File: config.mk
export PLATFORM = sky130hd
export DESIGN_NAME = pulse_accum
export DESIGN_NICKNAME = d
export VERILOG_FILES = /design/src/rtl/pulse_accum_pkg.sv /design/src/rtl/pa_input_sync.sv /design/src/rtl/pa_control.sv /design/src/rtl/pa_datapath.sv /design/src/rtl/pulse_accum.sv
export SDC_FILE = /design/constraint.sdc
export NUM_CORES = 1
export LEC_CHECK = 0
export ABC_AREA = 1
export BUFFER_PORTS_ARGS = -buffer_cell sky130_fd_sc_hd__buf_2
export CORE_ASPECT_RATIO = 0.75
export CORE_MARGIN = 4
export CORE_UTILIZATION = 45
export DETAILED_ROUTE_END_ITERATION = 10
export PLACE_DENSITY = 0.64
export SYNTH_ARGS = -nofsm -noshare
export SYNTH_HDL_FRONTEND = slang
export SYNTH_SLANG_ARGS = --single-unit
export TNS_END_PERCENT = 5
File: constraint.sdc
create_clock -name clk -period 1.65 [get_ports clk]
set_input_delay 0.2475 -clock clk [delete_from_list [all_inputs] [get_ports clk]]
set_output_delay 0.2475 -clock clk [all_outputs]
set_load 0.01 [all_outputs]
File: src/rtl/pulse_accum_pkg.sv
package pulse_accum_pkg;

  typedef enum logic [1:0] {
    SEL_CTRL   = 2'd0,
    SEL_COUNT  = 2'd1,
    SEL_STATUS = 2'd2,
    SEL_NONE   = 2'd3
  } regSel_e;

  // control register, bit 0 is enable
  typedef struct packed {
    logic edgeIrqEn;   // bit 4
    logic ovfIrqEn;    // bit 3
    logic polarity;    // bit 2
    logic gated;       // bit 1
    logic enable;      // bit 0
  } paCtrl_t;

  // strobes from control to datapath
  typedef struct packed {
    logic load;
    logic inc;
    logic setOvf;
    logic setEdge;
    logic wrCtrl;
    logic wrStatus;
  } paStrobe_t;

  localparam int CTRL_W = $bits(paCtrl_t);

endpackage

File: src/rtl/pa_input_sync.sv
module pa_input_sync #(
  parameter int SYNC_STAGES = 2
) (
  input  logic clk,
  input  logic rstN,
  input  logic pinIn,
  output logic syncLevel,
  output logic riseSeen,
  output logic fallSeen
);

  localparam int LAST = SYNC_STAGES - 1;

  logic [SYNC_STAGES-1:0] stage;
  logic prevLevel;

  always_ff @(posedge clk or negedge rstN) begin
    if (!rstN) stage[0] <= 1'b0;
    else       stage[0] <= pinIn;
  end

  generate
    for (genvar g = 1; g < SYNC_STAGES; g++) begin : gStage
      always_ff @(posedge clk or negedge rstN) begin
        if (!rstN) stage[g] <= 1'b0;
        else       stage[g] <= stage[g-1];
      end
    end
  endgenerate

  always_ff @(posedge clk or negedge rstN) begin
    if (!rstN) prevLevel <= 1'b0;
    else       prevLevel <= stage[LAST];
  end

  assign syncLevel = stage[LAST];
  assign riseSeen  = stage[LAST] & ~prevLevel;
  assign fallSeen  = ~stage[LAST] & prevLevel;

  // a detected rise reflects the pin value SYNC_STAGES clocks earlier
  assert_rise_tracks_pin_R3: assert property (@(posedge clk) disable iff (!rstN)
    riseSeen |-> $past(pinIn, SYNC_STAGES));

endmodule

File: src/rtl/pa_control.sv
module pa_control
  import pulse_accum_pkg::*;
(
  input  paCtrl_t    ctrl,
  input  logic       regWr,
  input  logic [1:0] regSel,
  input  logic       syncLevel,
  input  logic       riseSeen,
  input  logic       fallSeen,
  input  logic       tickEn,
  input  logic       cntAtMax,
  output paStrobe_t  strobe
);

  logic activeEdge;
  logic trailingEdge;
  logic gateOn;
  logic countReq;

  always_comb begin
    activeEdge   = ctrl.polarity ? fallSeen : riseSeen;
    trailingEdge = ctrl.polarity ? riseSeen : fallSeen;
    gateOn       = syncLevel ^ ctrl.polarity;
    countReq     = ctrl.enable & (ctrl.gated ? (gateOn & tickEn) : activeEdge);

    strobe.wrCtrl   = regWr & (regSel == SEL_CTRL);
    strobe.wrStatus = regWr & (regSel == SEL_STATUS);
    strobe.load     = regWr & (regSel == SEL_COUNT);
    // a software write to the counter pre-empts a count
    strobe.inc      = countReq & ~strobe.load;
    strobe.setOvf   = strobe.inc & cntAtMax;
    strobe.setEdge  = ctrl.enable & (ctrl.gated ? trailingEdge : activeEdge);
  end

endmodule

File: src/rtl/pa_datapath.sv
module pa_datapath
  import pulse_accum_pkg::*;
#(
  parameter int CNT_W = 8
) (
  input  logic             clk,
  input  logic             rstN,
  input  paStrobe_t        strobe,
  input  logic [CNT_W-1:0] wrData,
  input  logic [1:0]       regSel,
  output paCtrl_t          ctrlQ,
  output logic             cntAtMax,
  output logic [CNT_W-1:0] rdData,
  output logic             irq
);

  logic [CNT_W-1:0] countQ;
  logic             ovfFlag;
  logic             edgeFlag;

  always_ff @(posedge clk or negedge rstN) begin
    if (!rstN)              ctrlQ <= '0;
    else if (strobe.wrCtrl) ctrlQ <= paCtrl_t'(wrData[CTRL_W-1:0]);
  end

  always_ff @(posedge clk or negedge rstN) begin
    if (!rstN)           countQ <= '0;
    else if (strobe.load) countQ <= wrData;
    else if (strobe.inc)  countQ <= countQ + 1'b1;
  end

  // sticky flags, write one to clear, a set wins over a clear
  always_ff @(posedge clk or negedge rstN) begin
    if (!rstN) begin
      ovfFlag  <= 1'b0;
      edgeFlag <= 1'b0;
    end else begin
      ovfFlag  <= (ovfFlag  & ~(strobe.wrStatus & wrData[0])) | strobe.setOvf;
      edgeFlag <= (edgeFlag & ~(strobe.wrStatus & wrData[1])) | strobe.setEdge;
    end
  end

  assign cntAtMax = &countQ;
  assign irq = (ovfFlag & ctrlQ.ovfIrqEn) | (edgeFlag & ctrlQ.edgeIrqEn);

  always_comb begin
    case (regSel)
      SEL_CTRL:   rdData = {{(CNT_W-CTRL_W){1'b0}}, ctrlQ};
      SEL_COUNT:  rdData = countQ;
      SEL_STATUS: rdData = {{(CNT_W-2){1'b0}}, edgeFlag, ovfFlag};
      default:    rdData = '0;
    endcase
  end

  assert_load_wins_R2: assert property (@(posedge clk) disable iff (!rstN)
    strobe.load |=> countQ == $past(wrData));

  assert_inc_step_R3: assert property (@(posedge clk) disable iff (!rstN)
    strobe.inc |=> countQ == CNT_W'($past(countQ) + 1'b1));

  assert_ovf_sticks_R5: assert property (@(posedge clk) disable iff (!rstN)
    strobe.setOvf |=> ovfFlag);

  assert_wrap_sets_ovf_R5: assert property (@(posedge clk) disable iff (!rstN)
    (strobe.inc && cntAtMax) |=> (countQ == '0) && ovfFlag);

  assert_clear_ovf_R7: assert property (@(posedge clk) disable iff (!rstN)
    (strobe.wrStatus && wrData[0] && !strobe.setOvf) |=> !ovfFlag);

  assert_disabled_hold_R9: assert property (@(posedge clk) disable iff (!rstN)
    (!ctrlQ.enable && !strobe.load) |=> $stable(countQ));

endmodule

File: src/rtl/pulse_accum.sv
module pulse_accum
  import pulse_accum_pkg::*;
#(
  parameter int CNT_W       = 8,
  parameter int SYNC_STAGES = 2
) (
  input  logic             clk,
  input  logic             rstN,
  input  logic             tickEn,
  input  logic             pinIn,
  input  logic [1:0]       regSel,
  input  logic             regWr,
  input  logic [CNT_W-1:0] regWrData,
  output logic [CNT_W-1:0] regRdData,
  output logic             irq
);

  paStrobe_t strobe;
  paCtrl_t   ctrlQ;
  logic      syncLevel;
  logic      riseSeen;
  logic      fallSeen;
  logic      cntAtMax;

  pa_input_sync #(.SYNC_STAGES(SYNC_STAGES)) u_sync (
    .clk       (clk),
    .rstN      (rstN),
    .pinIn     (pinIn),
    .syncLevel (syncLevel),
    .riseSeen  (riseSeen),
    .fallSeen  (fallSeen)
  );

  pa_control u_ctrl (
    .ctrl      (ctrlQ),
    .regWr     (regWr),
    .regSel    (regSel),
    .syncLevel (syncLevel),
    .riseSeen  (riseSeen),
    .fallSeen  (fallSeen),
    .tickEn    (tickEn),
    .cntAtMax  (cntAtMax),
    .strobe    (strobe)
  );

  pa_datapath #(.CNT_W(CNT_W)) u_dp (
    .clk      (clk),
    .rstN     (rstN),
    .strobe   (strobe),
    .wrData   (regWrData),
    .regSel   (regSel),
    .ctrlQ    (ctrlQ),
    .cntAtMax (cntAtMax),
    .rdData   (regRdData),
    .irq      (irq)
  );

  // gated mode holds the counter when no tick arrives
  assert_gated_needs_tick_R4: assert property (@(posedge clk) disable iff (!rstN)
    (ctrlQ.gated && !tickEn && !strobe.load) |=> $stable(u_dp.countQ));

  // edge mode never counts without a detected edge
  assert_event_needs_edge_R10: assert property (@(posedge clk) disable iff (!rstN)
    (!ctrlQ.gated && !riseSeen && !fallSeen && !strobe.load) |=> $stable(u_dp.countQ));

endmodule

# Word level (Yosys, flattened, before mapping)
# Index checks and enable logic that the tools add are counted.
[word_totals] elab_cells=49 in_bits=15 reg_bits=18
[op_classes] n_eq_ne=2 reduce_logical=3 n_bitwise=25 mux=7 n_addsub=1
[op_table] op="$pmux 8 s3" count=1
[op_table] op="$and 1x1->1" count=16
[op_table] op="$mux 8" count=2
[op_table] op="$add 8x1->8 const B" count=1
[op_table] op="$reduce_and 8->1" count=1
[op_table] op="$not 1->1" count=5
[op_table] op="$mux 1" count=4
[op_table] op="$or 1x1->1" count=3
[op_table] op="$eq 2x1->1 const B" count=1
[op_table] op="$eq 2x2->1 const B" count=1
[op_table] op="$logic_not 2->1" count=1
[op_table] op="$reduce_bool 2->1" count=1
[op_table] op="$xor 1x1->1" count=1

# Logic depth before layout (Yosys ltp)
[depth] depth_word=8 depth_mapped=8 ltp_nobuf=8

# By module
# From an unflattened synthesis, not the netlist that was laid out.
[unflattened] cells_unflattened=149 area_unflattened_um2=1078.5
[modules_own_cells] module="pa_datapath" seq_area_each_um2=375.4 instances=1 area_each_um2=852.1 cells_per_inst=112
[modules_own_cells] module="pa_control" seq_area_each_um2=0.0 instances=1 area_each_um2=136.4 cells_per_inst=30
[modules_own_cells] module="pa_input_sync" seq_area_each_um2=75.1 instances=1 area_each_um2=90.1 cells_per_inst=7

# Least setup slack after synthesis
# Ideal clock, no wire load.
[synth_timing] path_kind="register -> register" from="register u_dp.countQ[0]" to="register u_dp.countQ[2]" arrival_time_ns=1.065 path_stages_with_launch=7 setup_time_ns=0.116 setup_slack_ns=0.469 synth_period_minus_slack_ns=1.181 path_cell_list="dfrtp_1 > ha_1 > or2_2 > nand3_1 > o21ai_1 > nand2_1 > nand2_1"
[synth_via] elab_chain_cells=3
[synth_rtl] element="start, declared" line_no="pa_datapath.sv:17" source="logic [CNT_W-1:0] countQ;"
[synth_rtl] element="start signal, assigned" line_no="pa_datapath.sv:28" source="else if (strobe.load) countQ <= wrData;"
[synth_rtl] element="start signal, assigned" line_no="pa_datapath.sv:29" source="else if (strobe.inc) countQ <= countQ + 1'b1;"
[synth_rtl] element="$add 8x1->8" line_no="pa_datapath.sv:29"
[synth_rtl] element="$mux 8" line_no="pa_datapath.sv:29"
[synth_rtl] element="$mux 8" line_no="pa_datapath.sv:28"
# Every way passes these cells. The select of a mux whose other input is x is not followed.
# A chain may end at the register's enable or synchronous reset.

# Worst setup path after layout
[layout_timing] from="register u_dp.ctrlQ[2] (netlist name)" to="output regRdData[2]"
[layout_via] elab_chain_cells=1
[layout_rtl] element="$pmux 8 s3" line_no="pa_datapath.sv:47" source="case (regSel)"
[layout_rtl] element="end, declared" line_no="pulse_accum.sv:14" source="output logic [CNT_W-1:0] regRdData,"
# Every way passes these cells.

==> run_results.csv <==
group,metric,value,unit
routing,ant_nets,0,
clock_network,hold_buffers,1,
sta,fin_worst_skew,0.00576,ns
sta,setup_viol,0,
die,rows,15,
synthesis,synth_top_area_share,0.405,
pwr,power_density,1190,mW/mm^2
cells_and_area,syn2layout_area_growth,16.3,%
critical_path,r2r-start,"u_dp.countQ[0]$_DFFE_PN0P_",
synthesis,synth_cells,153,
cells_and_area,final_nets,196,
clock_network,clk_pin_slew_worst_paths,0.10,ns
clock_network,postCtsSetupBuffers,0,
routing,dr.pass1.iters,4,
cells_and_area,layout_commonest_cell,"nand2_1",
clock_network,tritoncts.num_buffers,3,
critical_path,end_kind,"primary output",
grt,grt_overflow,0,
die,initial_utilization,0.477,
die,fp.dieW,65.4,um
synthesis,syn_area_per_cell,7.26,sq um
synthesis,yosysSeqAreaShare,0.405,
critical_path,path_class,"register to primary output",
sta,tns,0,ns
flow_run,maxCapViolations,0,
synthesis,yosysWarningCount,0,
routing,wl_per_cell,12.3,um
routing,num_vias,1079,
critical_path,cp.arrival,1.16,ns
critical_path,reg2reg_slack,0.36,ns
pwr,intPower,930,uW
worst_hold_path,whs_path_depth,1,
synthesis,syn-cell-area,0.00111,sq mm
die,design.core.area,0.00233,sq mm
critical_path,required,1.40,ns
grt,track_usage,0.182,
grt,grt_max_degree,25,
routing,routed_via_density,5.07,
worst_hold_path,hold_class,"input pin to register",
cells_and_area,n_fill_cell,246,
critical_path,reg2reg_depth,6,
clock_network,cts_tree,"yes",
worst_hold_path,hp-start,"pinIn",
worst_hold_path,whs_endpoint,"u_sync.stage[0]$_DFF_PN0_",
synthesis,synth.largest_area_cell,"dfrtp_1",
sta,relSlewSlack,0.724,
pwr,p_clk_frac,0.181,
clock_network,root_buffer,"clkbuf_4",
pwr,p_leak,0.690,nW
placement,hpwlAfterDp,1.99,mm
grt,antenna_found_initial,0,
cells_and_area,diodes,0,
sta,finalCritPeriodShare,0.850,
critical_path,worstPathMaxFanout,5,
sta,max_freq,713,MHz
outcome,status,"finished, final reports clean",
sta,finalHoldViolCount,0,
pwr,switching_power,613,uW
sta,report.final.slew_viol_count,0,
grt,grt_pass1_wl,4.62,mm
synthesis,synth-seq-cells,18,
synthesis,syn_nets,169,
sta,rsz0062_at_grt,"false",
critical_path,startpoint_type,"register",
clock_network,worst_skew_pair.late_latency,0.30,ns
die,fp.dieArea,0.00334,sq mm
routing,wirelength,2.62,mm
critical_path,timing.rr.end,"u_dp.countQ[2]$_DFFE_PN0P_",
grt,grt_pass1_vias,993,
cells_and_area,layout-drive-gt1-share,0.207,
cells_and_area,layout_common_cells,"nand2_1 (47), buf_2 (23), nand3_1 (21), inv_1 (19), dfrtp_1 (18)",
die,io_pins,24,
sta,timing.hold.ws,0.0516,ns
routing,drc,0,
clock_network,cts_sinks,18,
placement,gp_congestion,0.900,
pwr,pwr-share-seq,0.462,
routing,drt_iter0_markers,73,
clock_network,cts_max_level,1,
clock_network,clockBufferDepth,2,
sta,worst_pin_slew,0.414,ns
synthesis,ys_types,21,
clock_network,post_cts_resized,0,
die,die_height,51.0,um
sta,fin_crit,1.40,ns
cells_and_area,post-route-util,0.555,
pwr,p_sw_frac,0.397,
pwr,peakVddDrop,0.626,mV
synthesis,synthTopCellsByArea,"dfrtp_1 (41%), nand2_1 (16%), nand3_1 (9.5%)",
placement,io_buffers,23,
pwr,p_comb_frac,0.358,
## worst max path at each step
stage	start	to	slack (ns)	cells after the start
after floorplan	u_dp.countQ[0]$_DFFE_PN0P_	u_dp.countQ[2]$_DFFE_PN0P_	0.47	6
after global placement	regSel[1]	regRdData[2]	0.30	5
after detailed placement	regSel[1]	regRdData[2]	0.28	5
after CTS	u_dp.ctrlQ[2]$_DFFE_PN0P_	regRdData[2]	0.21	3
after global routing	u_dp.ctrlQ[2]$_DFFE_PN0P_	regRdData[2]	0.11	3
final	u_dp.ctrlQ[2]$_DFFE_PN0P_	regRdData[2]	0.25	3
## cell type report
| class | instances | area [sq um] | area share |
|---|---|---|---|
| flip-flops and latches | 18 | 450 | 0.348 |
| repair buffers | 24 | 125 | 0.0968 |
| well taps | 34 | 42.5 | 0.0329 |
| multi-input cells | 113 | 563 | 0.436 |
| inverters | 20 | 75.1 | 0.0581 |
| clock buffers | 4 | 36.3 | 0.0281 |
## power groups by stage
stage / combinational [mW] / clock (mW) / sequential, mW
detailed placement: 0.552 / 0 / 0.717
finish: 0.552 / 0.279 / 0.712
global route: 0.647 / 0.318 / 0.734
CTS: 0.556 / 0.293 / 0.708
global placement: 0.556 / 0 / 0.709
floorplan: 0.420 / 0 / 0.674
## worst max-delay path, cell delays in order (launching register included)
cell and delay [ns]:
dfrtp_1 0.43, inv_1 0.09, o21ai_0 0.18, buf_2 0.16
## cells by family (layout without fill, tap and decap cells)
kind of cell / Yosys count / count (layout) / share of synthesized area
AO/OA/AOI/OAI: 25 / 25 / 0.122
adder cells (fa/ha/maj): 1 / 1 / 0.0113
buffers and inverters: 22 / 48 / 0.0878
flip-flops: 18 / 18 / 0.405
AND/OR/NAND/NOR: 87 / 87 / 0.374
## cells in the mapped netlist, drive strengths merged
library cell,n
a22o,1
a31oi,1
buf,2
dfrtp,18
ha,1
inv,20
nand2,51
nand3,24
nand3b,1
nand4,1
nor2,9
o211ai,2
o21ai,21
or2,1
## flip-flops by register name, summed over array words and instances, names as in the netlist
register,count
u_dp.countQ,8
u_dp.ctrlQ,5
u_dp.edgeFlag,1
u_dp.ovfFlag,1
u_sync.prevLevel,1
u_sync.stage,1
u_sync.syncLevel,1
## through the flow
step	std cells	setup WS (ns)	cell area [sq um]	power (mW)
finish	213	0.247	1290	1.54
CTS	213	0.211	1290	1.56
detailed placement	208	0.280	1250	1.27
global placement	208	0.303	1250	1.27
floorplan	153	0.469	1110	1.09
global route	213	0.112	1290	1.70
## routing by layer
layer  vias to the layer above  wire [um]  track usage
li1                        551          -            -
met1                       487       1360        0.260
met2                        39       1100        0.272
met3                         2        142       0.0527
met4                         0         12       0.0379
met5                         -          0            0
Note: power is estimated with default switching activity, not from simulation.
